`src/rtl/rxq_pkg.sv`:
```
package rxq_pkg;

  typedef struct packed {
    logic alloc;
    logic bump;
    logic close;
    logic flush;
  } rxqStrobe_t;

  localparam logic [3:0] CODE_OVERSIZE = 4'b1001;

  function automatic logic [3:0] normCode(input logic [3:0] c);
    case (c)
      4'b1000, 4'b1011, 4'b1100, 4'b1101, 4'b1001, 4'b0010: normCode = c;
      default: normCode = 4'b0000;
    endcase
  endfunction

endpackage

```
`src/rtl/rxq_datapath.sv`:
```
module rxq_datapath
  import rxq_pkg::*;
#(
  parameter int DEPTH  = 8,
  parameter int MAXLEN = 1514,
  localparam int IW = (DEPTH > 1) ? $clog2(DEPTH) : 1,
  localparam int CW = $clog2(MAXLEN + 1)
) (
  input  logic          clk,
  input  logic          rstN,
  input  rxqStrobe_t    strb,
  input  logic [IW-1:0] allocIdx,
  input  logic [IW-1:0] curIdx,
  input  logic [IW-1:0] headIdx,
  input  logic [IW-1:0] nextIdx,
  input  logic          queueEmpty,
  input  logic [3:0]    endCode,
  output logic [CW-1:0] headCnt,
  output logic          headDone,
  output logic          nextDone,
  output logic [15:0]   statusWord
);

  logic [CW-1:0] cnt  [DEPTH];
  logic [3:0]    code [DEPTH];
  logic [DEPTH-1:0] done;
  logic [DEPTH-1:0] ovf;
  logic atLimit;

  assign atLimit = (cnt[curIdx] == CW'(MAXLEN));

  always_ff @(posedge clk or negedge rstN) begin
    if (!rstN) begin
      done <= '0;
      ovf  <= '0;
      for (int i = 0; i < DEPTH; i++) begin
        cnt[i]  <= '0;
        code[i] <= '0;
      end
    end else if (strb.flush) begin
      done <= '0;
      ovf  <= '0;
    end else begin
      if (strb.alloc) begin
        cnt[allocIdx]  <= '0;
        code[allocIdx] <= '0;
        done[allocIdx] <= 1'b0;
        ovf[allocIdx]  <= 1'b0;
      end
      if (strb.bump) begin
        if (atLimit) ovf[curIdx] <= 1'b1;
        else         cnt[curIdx] <= cnt[curIdx] + 1'b1;
      end
      if (strb.close) begin
        done[curIdx] <= 1'b1;
        code[curIdx] <= (ovf[curIdx] || (strb.bump && atLimit)) ?
                        CODE_OVERSIZE : normCode(endCode);
      end
    end
  end

  logic [10:0] cntExt;
  assign cntExt   = 11'(cnt[headIdx]);
  assign headCnt  = cnt[headIdx];
  assign headDone = done[headIdx];
  assign nextDone = done[nextIdx];

  always_comb begin
    if (queueEmpty)    statusWord = 16'h8000;
    else if (headDone) statusWord = {1'b0, code[headIdx], cntExt};
    else               statusWord = {1'b1, 4'b0000, cntExt};
  end

endmodule

```
`src/rtl/rxq_control.sv`:
```
module rxq_control
  import rxq_pkg::*;
#(
  parameter int DEPTH  = 8,
  parameter int MAXLEN = 1514,
  localparam int IW = (DEPTH > 1) ? $clog2(DEPTH) : 1,
  localparam int CW = $clog2(MAXLEN + 1),
  localparam int UW = $clog2(DEPTH + 1)
) (
  input  logic          clk,
  input  logic          rstN,
  input  logic          rxStart,
  input  logic          rxByte,
  input  logic          rxEnd,
  input  logic          fifoFull,
  input  logic          hostRead,
  input  logic          discardTop,
  input  logic          rxReset,
  input  logic [CW-1:0] headCnt,
  input  logic          headDone,
  input  logic          nextDone,
  output rxqStrobe_t    strb,
  output logic [IW-1:0] allocIdx,
  output logic [IW-1:0] curIdx,
  output logic [IW-1:0] headIdx,
  output logic [IW-1:0] nextIdx,
  output logic          queueEmpty,
  output logic          receiving,
  output logic          statusOverrun,
  output logic          rxOverrun,
  output logic          rxUnderrun,
  output logic          adapterFail,
  output logic          rxComplete
);

  function automatic logic [IW-1:0] wrapInc(input logic [IW-1:0] p);
    wrapInc = (p == IW'(DEPTH - 1)) ? '0 : p + 1'b1;
  endfunction

  logic [IW-1:0] head, tail, cur;
  logic [UW-1:0] used;
  logic [CW-1:0] readCnt;
  logic accept, pop, readOk, readBad, closeNow, full;

  assign full       = (used == UW'(DEPTH));
  assign queueEmpty = (used == '0);
  assign closeNow   = rxEnd && receiving;
  assign accept     = rxStart && !receiving && !full && !rxOverrun && !fifoFull;
  assign pop        = discardTop && !queueEmpty && headDone;
  assign readOk     = hostRead && !queueEmpty && (readCnt < headCnt);
  assign readBad    = hostRead && !readOk;

  assign headIdx  = head;
  assign nextIdx  = wrapInc(head);
  assign allocIdx = tail;
  assign curIdx   = cur;
  assign statusOverrun = full;

  always_comb begin
    strb.flush = rxReset;
    strb.alloc = accept && !rxReset;
    strb.bump  = rxByte && receiving && !rxReset;
    strb.close = closeNow && !rxReset;
  end

  always_ff @(posedge clk or negedge rstN) begin
    if (!rstN) begin
      head <= '0; tail <= '0; cur <= '0; used <= '0;
      readCnt <= '0; receiving <= 1'b0;
      rxOverrun <= 1'b0; rxUnderrun <= 1'b0;
      adapterFail <= 1'b0; rxComplete <= 1'b0;
    end else if (rxReset) begin
      head <= '0; tail <= '0; cur <= '0; used <= '0;
      readCnt <= '0; receiving <= 1'b0;
      rxUnderrun <= 1'b0;
      adapterFail <= 1'b0; rxComplete <= 1'b0;
      if (fifoFull) rxOverrun <= 1'b1;
    end else begin
      if (accept) begin
        cur       <= tail;
        tail      <= wrapInc(tail);
        receiving <= 1'b1;
      end else if (closeNow) begin
        receiving <= 1'b0;
      end
      used <= used + UW'(accept) - UW'(pop);
      if (pop) begin
        head    <= wrapInc(head);
        readCnt <= '0;
      end else if (readOk) begin
        readCnt <= readCnt + 1'b1;
      end
      if (fifoFull)    rxOverrun <= 1'b1;
      else if (readOk) rxOverrun <= 1'b0;
      if (readBad) rxUnderrun <= 1'b1;
      adapterFail <= readBad;
      rxComplete  <= (closeNow && (cur == head) && !pop) ||
                     (pop && (used >= UW'(2)) &&
                      (nextDone || (closeNow && (cur == nextIdx))));
    end
  end

endmodule

```
`src/rtl/rx_status_queue.sv`:
```
module rx_status_queue
  import rxq_pkg::*;
#(
  parameter int DEPTH  = 8,
  parameter int MAXLEN = 1514
) (
  input  logic        clk,
  input  logic        rstN,
  input  logic        rxStart,
  input  logic        rxByte,
  input  logic        rxEnd,
  input  logic [3:0]  rxCode,
  input  logic        fifoFull,
  input  logic        hostRead,
  input  logic        discardTop,
  input  logic        rxReset,
  output logic [15:0] statusWord,
  output logic        receiving,
  output logic        statusOverrun,
  output logic        rxOverrun,
  output logic        rxUnderrun,
  output logic        adapterFail,
  output logic        rxComplete
);

  localparam int IW = (DEPTH > 1) ? $clog2(DEPTH) : 1;
  localparam int CW = $clog2(MAXLEN + 1);

  rxqStrobe_t    strb;
  logic [IW-1:0] allocIdx, curIdx, headIdx, nextIdx;
  logic [CW-1:0] headCnt;
  logic          headDone, nextDone, queueEmpty;

  rxq_control #(.DEPTH(DEPTH), .MAXLEN(MAXLEN)) u_ctrl (
    .clk(clk), .rstN(rstN),
    .rxStart(rxStart), .rxByte(rxByte), .rxEnd(rxEnd),
    .fifoFull(fifoFull), .hostRead(hostRead),
    .discardTop(discardTop), .rxReset(rxReset),
    .headCnt(headCnt), .headDone(headDone), .nextDone(nextDone),
    .strb(strb), .allocIdx(allocIdx), .curIdx(curIdx),
    .headIdx(headIdx), .nextIdx(nextIdx), .queueEmpty(queueEmpty),
    .receiving(receiving), .statusOverrun(statusOverrun),
    .rxOverrun(rxOverrun), .rxUnderrun(rxUnderrun),
    .adapterFail(adapterFail), .rxComplete(rxComplete)
  );

  rxq_datapath #(.DEPTH(DEPTH), .MAXLEN(MAXLEN)) u_dp (
    .clk(clk), .rstN(rstN), .strb(strb),
    .allocIdx(allocIdx), .curIdx(curIdx),
    .headIdx(headIdx), .nextIdx(nextIdx),
    .queueEmpty(queueEmpty), .endCode(rxCode),
    .headCnt(headCnt), .headDone(headDone), .nextDone(nextDone),
    .statusWord(statusWord)
  );

endmodule

```
`config.mk`:
```
export PLATFORM = sky130hd
export DESIGN_NAME = rx_status_queue
export DESIGN_NICKNAME = d
export VERILOG_FILES = /design/src/rtl/rxq_pkg.sv /design/src/rtl/rxq_datapath.sv /design/src/rtl/rxq_control.sv /design/src/rtl/rx_status_queue.sv
export SDC_FILE = /design/constraint.sdc
export NUM_CORES = 1
export LEC_CHECK = 0
export ABC_AREA = 1
export BUFFER_PORTS_ARGS = -buffer_cell sky130_fd_sc_hd__buf_2
export CORE_ASPECT_RATIO = 1.4
export CORE_MARGIN = 10
export CORE_UTILIZATION = 50
export DETAILED_ROUTE_END_ITERATION = 16
export PLACE_DENSITY = 0.66
export SYNTH_ARGS = -nofsm -noshare
export SYNTH_HDL_FRONTEND = slang
export SYNTH_SLANG_ARGS = --single-unit
export TNS_END_PERCENT = 10
```
`constraint.sdc`:
```
create_clock -name clk -period 8.5 [get_ports clk]
set_input_delay 0 -clock clk [delete_from_list [all_inputs] [get_ports clk]]
set_output_delay 0 -clock clk [all_outputs]
set_load 0.01 [all_outputs]
```
# After elaboration in Yosys (flattened, before gate mapping)
# Index checks and enable logic that the tools add are counted.
[word_totals]
out_inout_bits = 22
word_cells = 190
ff_bits = 165
in_bits = 13
[classes]
addsub = 6
n_bitwise = 12
n_reduce_logical = 44
eq_ne = 13
mux = 74
magnitude_cmp = 13
[ops]
columns = ["cell", "count"]
rows = [
  ["$mux W88", 4],
  ["$mux W11", 9],
  ["$mux W32", 3],
  ["$and A88 B88 Y88", 1],
  ["$bwmux W88", 1],
  ["$not A88 Y88", 1],
  ["$mux W8", 9],
  ["$bmux W11 S3", 2],
  ["$demux W11 S3", 2],
  ["$mux W4", 9],
  ["$and A32 B32 Y32", 1],
  ["$bwmux W32", 1],
  ["$mux W16", 2],
  ["$not A32 Y32", 1],
  ["$demux W4 S3", 2],
  ["$eq A4 B4 Y1 const B", 6],
  ["$logic_and A1 B1 Y1", 24],
  ["$mux W3", 8],
  ["$add A11 B1 Y11 const B", 2],
  ["$and A8 B8 Y8", 2],
  ["$lt A3 B4 Y1 const B", 4],
  ["$mux W1", 16],
  ["$or A8 B8 Y8", 2],
  ["$bmux W4 S3", 1],
  ["other kinds (24)", 49],
]

# Longest topological paths before layout
[depth]
depth_word = 12
ltp_mapped = 21
ltp_nobuf = 19

# Cells and area by module
# From an unflattened synthesis, not the netlist that was laid out.
[hier_totals]
cells_unflattened = 1922
hier_area_um2 = 11941.5
[by_module_without_submodules]
columns = ["module", "n_inst", "cells_each", "area_per_inst_um2", "seq_area_each_um2"]
rows = [
  ["rxq_datapath", 1, 1638, 9894.5, 3403.3],
  ["rxq_control", 1, 284, 2047.0, 725.7],
]

# Least setup slack after synthesis
# OpenSTA, ideal clock, no wires.
[synth_path]
path_kind = "register to register"
startpoint = "reg u_ctrl.head[0] (netlist: u_ctrl.headIdx[0])"
endpoint = "reg u_ctrl.readCnt[8]"
required_ps = 8378
setup_ps = 122
t_arrival_ps = 2575
path_stages_with_launch = 19
synth_period_minus_slack_ps = 2696
path_buffers = 4
path_slack_ps = 5804
path_cell_list = "dfrtp_1 buf_4 inv_2 buf_6 clkbuf_1 o21ai_0 nand3_1 nand2_1 ha_1 nand2_1 inv_1 nand2_1 nor4b_1 nand2_1 nand2_1 nand2_1 buf_2 nand2_1 o21ai_1"
[synth_between]
elab_chain_cells = 7
elab_cells_between_ends = 12
classes_between = "order compare: 1; mux: 7; bitwise: 1; reduce/logical: 3"
[synth_lines]
columns = ["item", "line", "rtl"]
rows = [
  ["start: declaration", "rxq_control.sv:40", "logic [IW-1:0] head, tail, cur;"],
  ["start signal: assignment", "rxq_control.sv:88", "head <= wrapInc(head);"],
  ["$not A3 Y4 (not written as such)", "rxq_datapath.sv:64", "assign headCnt = cnt[headIdx];"],
  ["$bmux W11 S3", "rxq_datapath.sv:64", ""],
  ["$mux W11 (not written as such) (2 in series)", "rxq_datapath.sv:64", ""],
  ["$lt A11 B11 Y1", "rxq_control.sv:50", "assign readOk = hostRead && !queueEmpty && (readCnt < headCnt);"],
  ["$logic_and A1 B1 Y1", "rxq_control.sv:50", ""],
  ["$reduce_bool A3 Y1 (no line)", "n/a", ""],
  ["end signal: assignment", "rxq_control.sv:91", "readCnt <= readCnt + 1'b1;"],
  ["end: declaration", "rxq_control.sv:42", "logic [CW-1:0] readCnt;"],
]
# Parallel ways exist; a longest one is shown, timed or not. The select of a mux whose other input is x is not followed.
# A chain may end at the register's enable or synchronous reset.

# Final worst setup path
[layout_path]
startpoint = "reg u_ctrl.head[1] (netlist: u_ctrl.headIdx[1])"
endpoint = "reg u_ctrl.readCnt[5]"
# The elaborated chain is that of the path after synthesis.

==> results.sh <==
export IMPL_status="finished clean"
export IMPL_synth_top_family_by_area="simple AND/OR/NAND/NOR gates"
export IMPL_cts_buffers=17
export IMPL_cp_arrival_ps=4270
export IMPL_power_frac_seq_pct=44.8
export IMPL_n_fill_cell=2034
export IMPL_initial_core_util_pct=50.83
export IMPL_fp_row_count=63
export IMPL_synth_cells=1560
export IMPL_die_area_um2=27820
export IMPL_gr_total_overflow=0
export IMPL_synth_fa_ha_area_share_pct=2.866
export IMPL_drive_gt1_share_pct=8.248
export IMPL_path_clk_slew_ps=70
export IMPL_power_density_nw_per_um2=164.5
export IMPL_place_gp_congestion=0.9156
export IMPL_worstSetupPathType="reg -> reg"
export IMPL_cts_tree="yes"
export IMPL_synth_avg_cell_area_um2=6.883
export IMPL_cap_violations=0
export IMPL_pwr_share_clk_pct=42.2
export IMPL_core_um2=21130
export IMPL_slew_viol_final=0
export IMPL_ir_drop_mv=0.1540
export IMPL_leakagePower_nw=5.606
export IMPL_synth_compound_area_share_pct=18.73
export IMPL_worst_r2r_path_depth=16
export IMPL_crit_path_end_kind="flip-flop"
export IMPL_min_period_over_period_pct=46.48
export IMPL_antenna_found_initial=0
export IMPL_tns_ps=0
export IMPL_worstPathRequired_ps=8820
export IMPL_post_drt_wl_per_cell_um=18.35
export IMPL_dp_final_hpwl_um=22120
export IMPL_ys_seq_elements=165
export IMPL_first_pass_iters=6
export IMPL_synth_edf_count=0
export IMPL_antenna_diode_count=0
export IMPL_pin_count=35
export IMPL_async_flop_share_pct=100.0
export IMPL_final_hold_viol_count=0
export IMPL_yosys_warnings=0
export IMPL_slew_headroom_pct=18.04
export IMPL_die_h_um=193.4
export IMPL_finalClockSkew_ps=11.46
export IMPL_synth_xor_area_share_pct=1.235
export IMPL_max_freq_mhz=253.1
export IMPL_cts_root_buffer="clkbuf_16"
export IMPL_io_buffers=34
export IMPL_drcViolationCount=0
export IMPL_grt_usage_pct=24.44
export IMPL_internal_power_w=0.001354
export IMPL_final_net_count=1588
export IMPL_multiInputGateArea_um2=5423
export IMPL_hold_path_class="in -> reg"
export IMPL_tightest_slew_ps=1228
export IMPL_startpoint_type="flip-flop"
export IMPL_crit_path_end="u_ctrl.readCnt[5]"
export IMPL_synthSimpleGateAreaFrac_pct=27.67
export IMPL_first_iter_violations=1334
export IMPL_synth_area_um2=10740
export IMPL_first_global_vias=9735
export IMPL_ff2ff_setup_slack_ps=4550
export IMPL_syn2layout_area_growth_pct=7.609
export IMPL_post_cts_resized=0
export IMPL_drt_total_wl_um=33470
export IMPL_yosysUniqueCellTypes=45
export IMPL_vias_per_cell=5.695
export IMPL_die_width_um=143.9
export IMPL_rsz0062_at_grt="no"
export IMPL_critPathMaxFanout=39
export IMPL_cts_buffer_depth=2
export IMPL_grt_pass1_wl_um=53760
export IMPL_swShare_pct=28.80
export IMPL_period_needed_ps=3951
export IMPL_finalSetupViolCount=0
export IMPL_r2r_start="u_ctrl.headIdx[1]"
export IMPL_regArea_um2=4130
export IMPL_synth_ff_type="dfrtp_1"
export IMPL_htree_num_levels=4
export IMPL_ys_seq_area_share_pct=38.45
export IMPL_startpoint="u_ctrl.headIdx[1]"
export IMPL_worstSkewPairLatency_ps=450
export IMPL_grt_max_degree=93
export IMPL_num_vias=10388
export IMPL_synth_net_count=1597
export IMPL_antenna_left=0
export IMPL_clock_sinks=165
export IMPL_synthMuxAreaShare_pct=0
export IMPL_p_sw_w=0.0005475
export IMPL_reg2reg_to="u_ctrl.readCnt[5]"
export IMPL_combPwrFrac_pct=12.9
export IMPL_power_w=0.001901
## power by group through the flow
stage	logic (W)	clock network (W)	registers, W
floorplan	0.000168	0	0.000859
global placement	0.000237	0	0.000865
detailed placement	0.000242	0	0.000867
CTS	0.000245	0.000809	0.000852
global route	0.000280	0.000847	0.000857
finish	0.000246	0.000803	0.000852
## metrics by stage
step / setup WS (ps) / cell area, µm² / util (%) / cells / hold WS, ps
5_1_grt: 4055 / 11550 / 54.70 / 1824 / 102.8
4_1_cts: 4677 / 11550 / 54.70 / 1824 / 52.58
3_5_place_dp: 4687 / 10900 / 51.61 / 1787 / 142.0
3_3_place_gp: 4794 / 10900 / 51.61 / 1787 / 151.6
2_1_floorplan: 5804 / 10740 / - / 1560 / -295.6
6_report: 4549 / 11550 / 54.70 / 1824 / 74.25
## state kept, by name (all words and copies together), names as in the netlist
| name | count |
|---|---|
| u_dp.cnt | 88 |
| u_dp.code | 32 |
| u_ctrl.readCnt | 11 |
| u_dp.done | 8 |
| u_dp.ovf | 8 |
| u_ctrl.used | 4 |
| u_ctrl.allocIdx | 3 |
| u_ctrl.curIdx | 3 |
| u_ctrl.headIdx | 3 |
| u_ctrl.adapterFail | 1 |
| u_ctrl.receiving | 1 |
| u_ctrl.rxComplete | 1 |
| u_ctrl.rxOverrun | 1 |
| u_ctrl.rxUnderrun | 1 |
## kinds of logic (layout without fill, tap and decap cells)
group	Yosys count	after routing
flip-flops	165	165
adder cells (fa/ha/maj)	24	24
buffers and inverters	281	285
AO/OA/AOI/OAI	375	375
AND/OR/NAND/NOR	702	702
XOR/XNOR	13	13
## placed cells by master (no fill, tap or decap), types with 4 or more instances in the layout
cell type	synthesis	final
nand3_2	6	6
buf_4	9	12
a31oi_1	16	16
buf_2	12	33
a21oi_2	9	9
inv_1	195	194
nor2_1	135	135
nand2_4	4	4
nand2_1	418	418
o211ai_1	7	7
nand2_2	9	9
clkinvlp_4	0	6
nand4_1	17	17
a21oi_1	138	138
nor3_1	16	16
o22ai_1	8	8
o21ai_1	28	28
a31o_2	4	4
clkbuf_16	0	17
ha_1	23	23
xor2_1	11	11
dfrtp_1	165	164
inv_2	6	6
nand3_1	85	85
o21ai_0	152	152
dlygate4sd3_1	0	5
## Yosys cell counts, types with 2 or more instances
cell	count	share of area, %
o211ai_1	7	0.49
o21ai_2	2	0.16
a31oi_1	16	0.93
o21a_1	2	0.14
nor2_2	3	0.17
buf_1	3	0.10
dfrtp_1	165	38
xor2_1	11	0.90
nand3_2	6	0.56
nand3_1	85	4.0
a31o_2	4	0.33
nand4_1	17	0.99
nor3_1	16	0.75
o31ai_1	3	0.21
o22ai_1	8	0.47
o21ai_1	28	1.3
a211oi_1	2	0.14
buf_6	11	1.2
o21ai_0	152	7.1
nor2_1	135	4.7
ha_1	23	2.7
nand2_4	4	0.42
inv_2	6	0.21
clkbuf_1	44	1.5
nand3_4	3	0.49
inv_1	195	6.8
a21oi_1	138	6.4
nand2_2	9	0.52
buf_4	9	0.63
buf_2	12	0.56
nand2_1	418	15
a21oi_2	9	0.73
nor2_4	2	0.21
## final cells by class
type                       instances  area share, %
clock buffer                      19          3.920
clock inverter                    13          1.289
inverter                         202          6.562
multi-input combinational       1114          46.93
sequential                       165          35.74
tap                              260          2.815
timing repair buffer              51          2.740
## worst max-delay path, cell delays in order, from the launching register on
cell	delay, ps
dfrtp_1	320
buf_4	430
inv_1	670
a21oi_1	300
o21ai_0	120
nand3_1	110
nand2_1	140
ha_1	300
nand2_1	40
inv_1	60
nand2_1	80
nor4b_1	250
nand2_1	110
nand2_1	240
nand2_1	370
nand3_1	170
o21ai_1	70
## metal layers
metal	routed length, µm	vias up	global-route usage, %
li1	-	5027	-
met1	13920	4881	31.94
met2	16090	404	39.44
met3	2244	76	3.652
met4	1208	0	9.671
met5	0	-	0
## repair_timing
item / CTS / global route
hold buffers: 5 / 0
buffers inserted: 0 / 0
hold endpoints to repair: 96 / 0
## worst min-delay path by stage
stage / from / to / slack (ps) / depth (start not counted)
after global routing: rxByte / u_dp.cnt[31] / 100 / 4
after floorplan: rstN / u_ctrl.adapterFail / -300 / 0
after CTS: rxByte / u_dp.cnt[31] / 50 / 4
after detailed placement: rstN / u_ctrl.used[3] / 140 / 1
after global placement: rstN / u_ctrl.used[1] / 150 / 1
final: rxByte / u_dp.cnt[75] / 70 / 4
No activity file was read; power rests on OpenSTA's default activity.
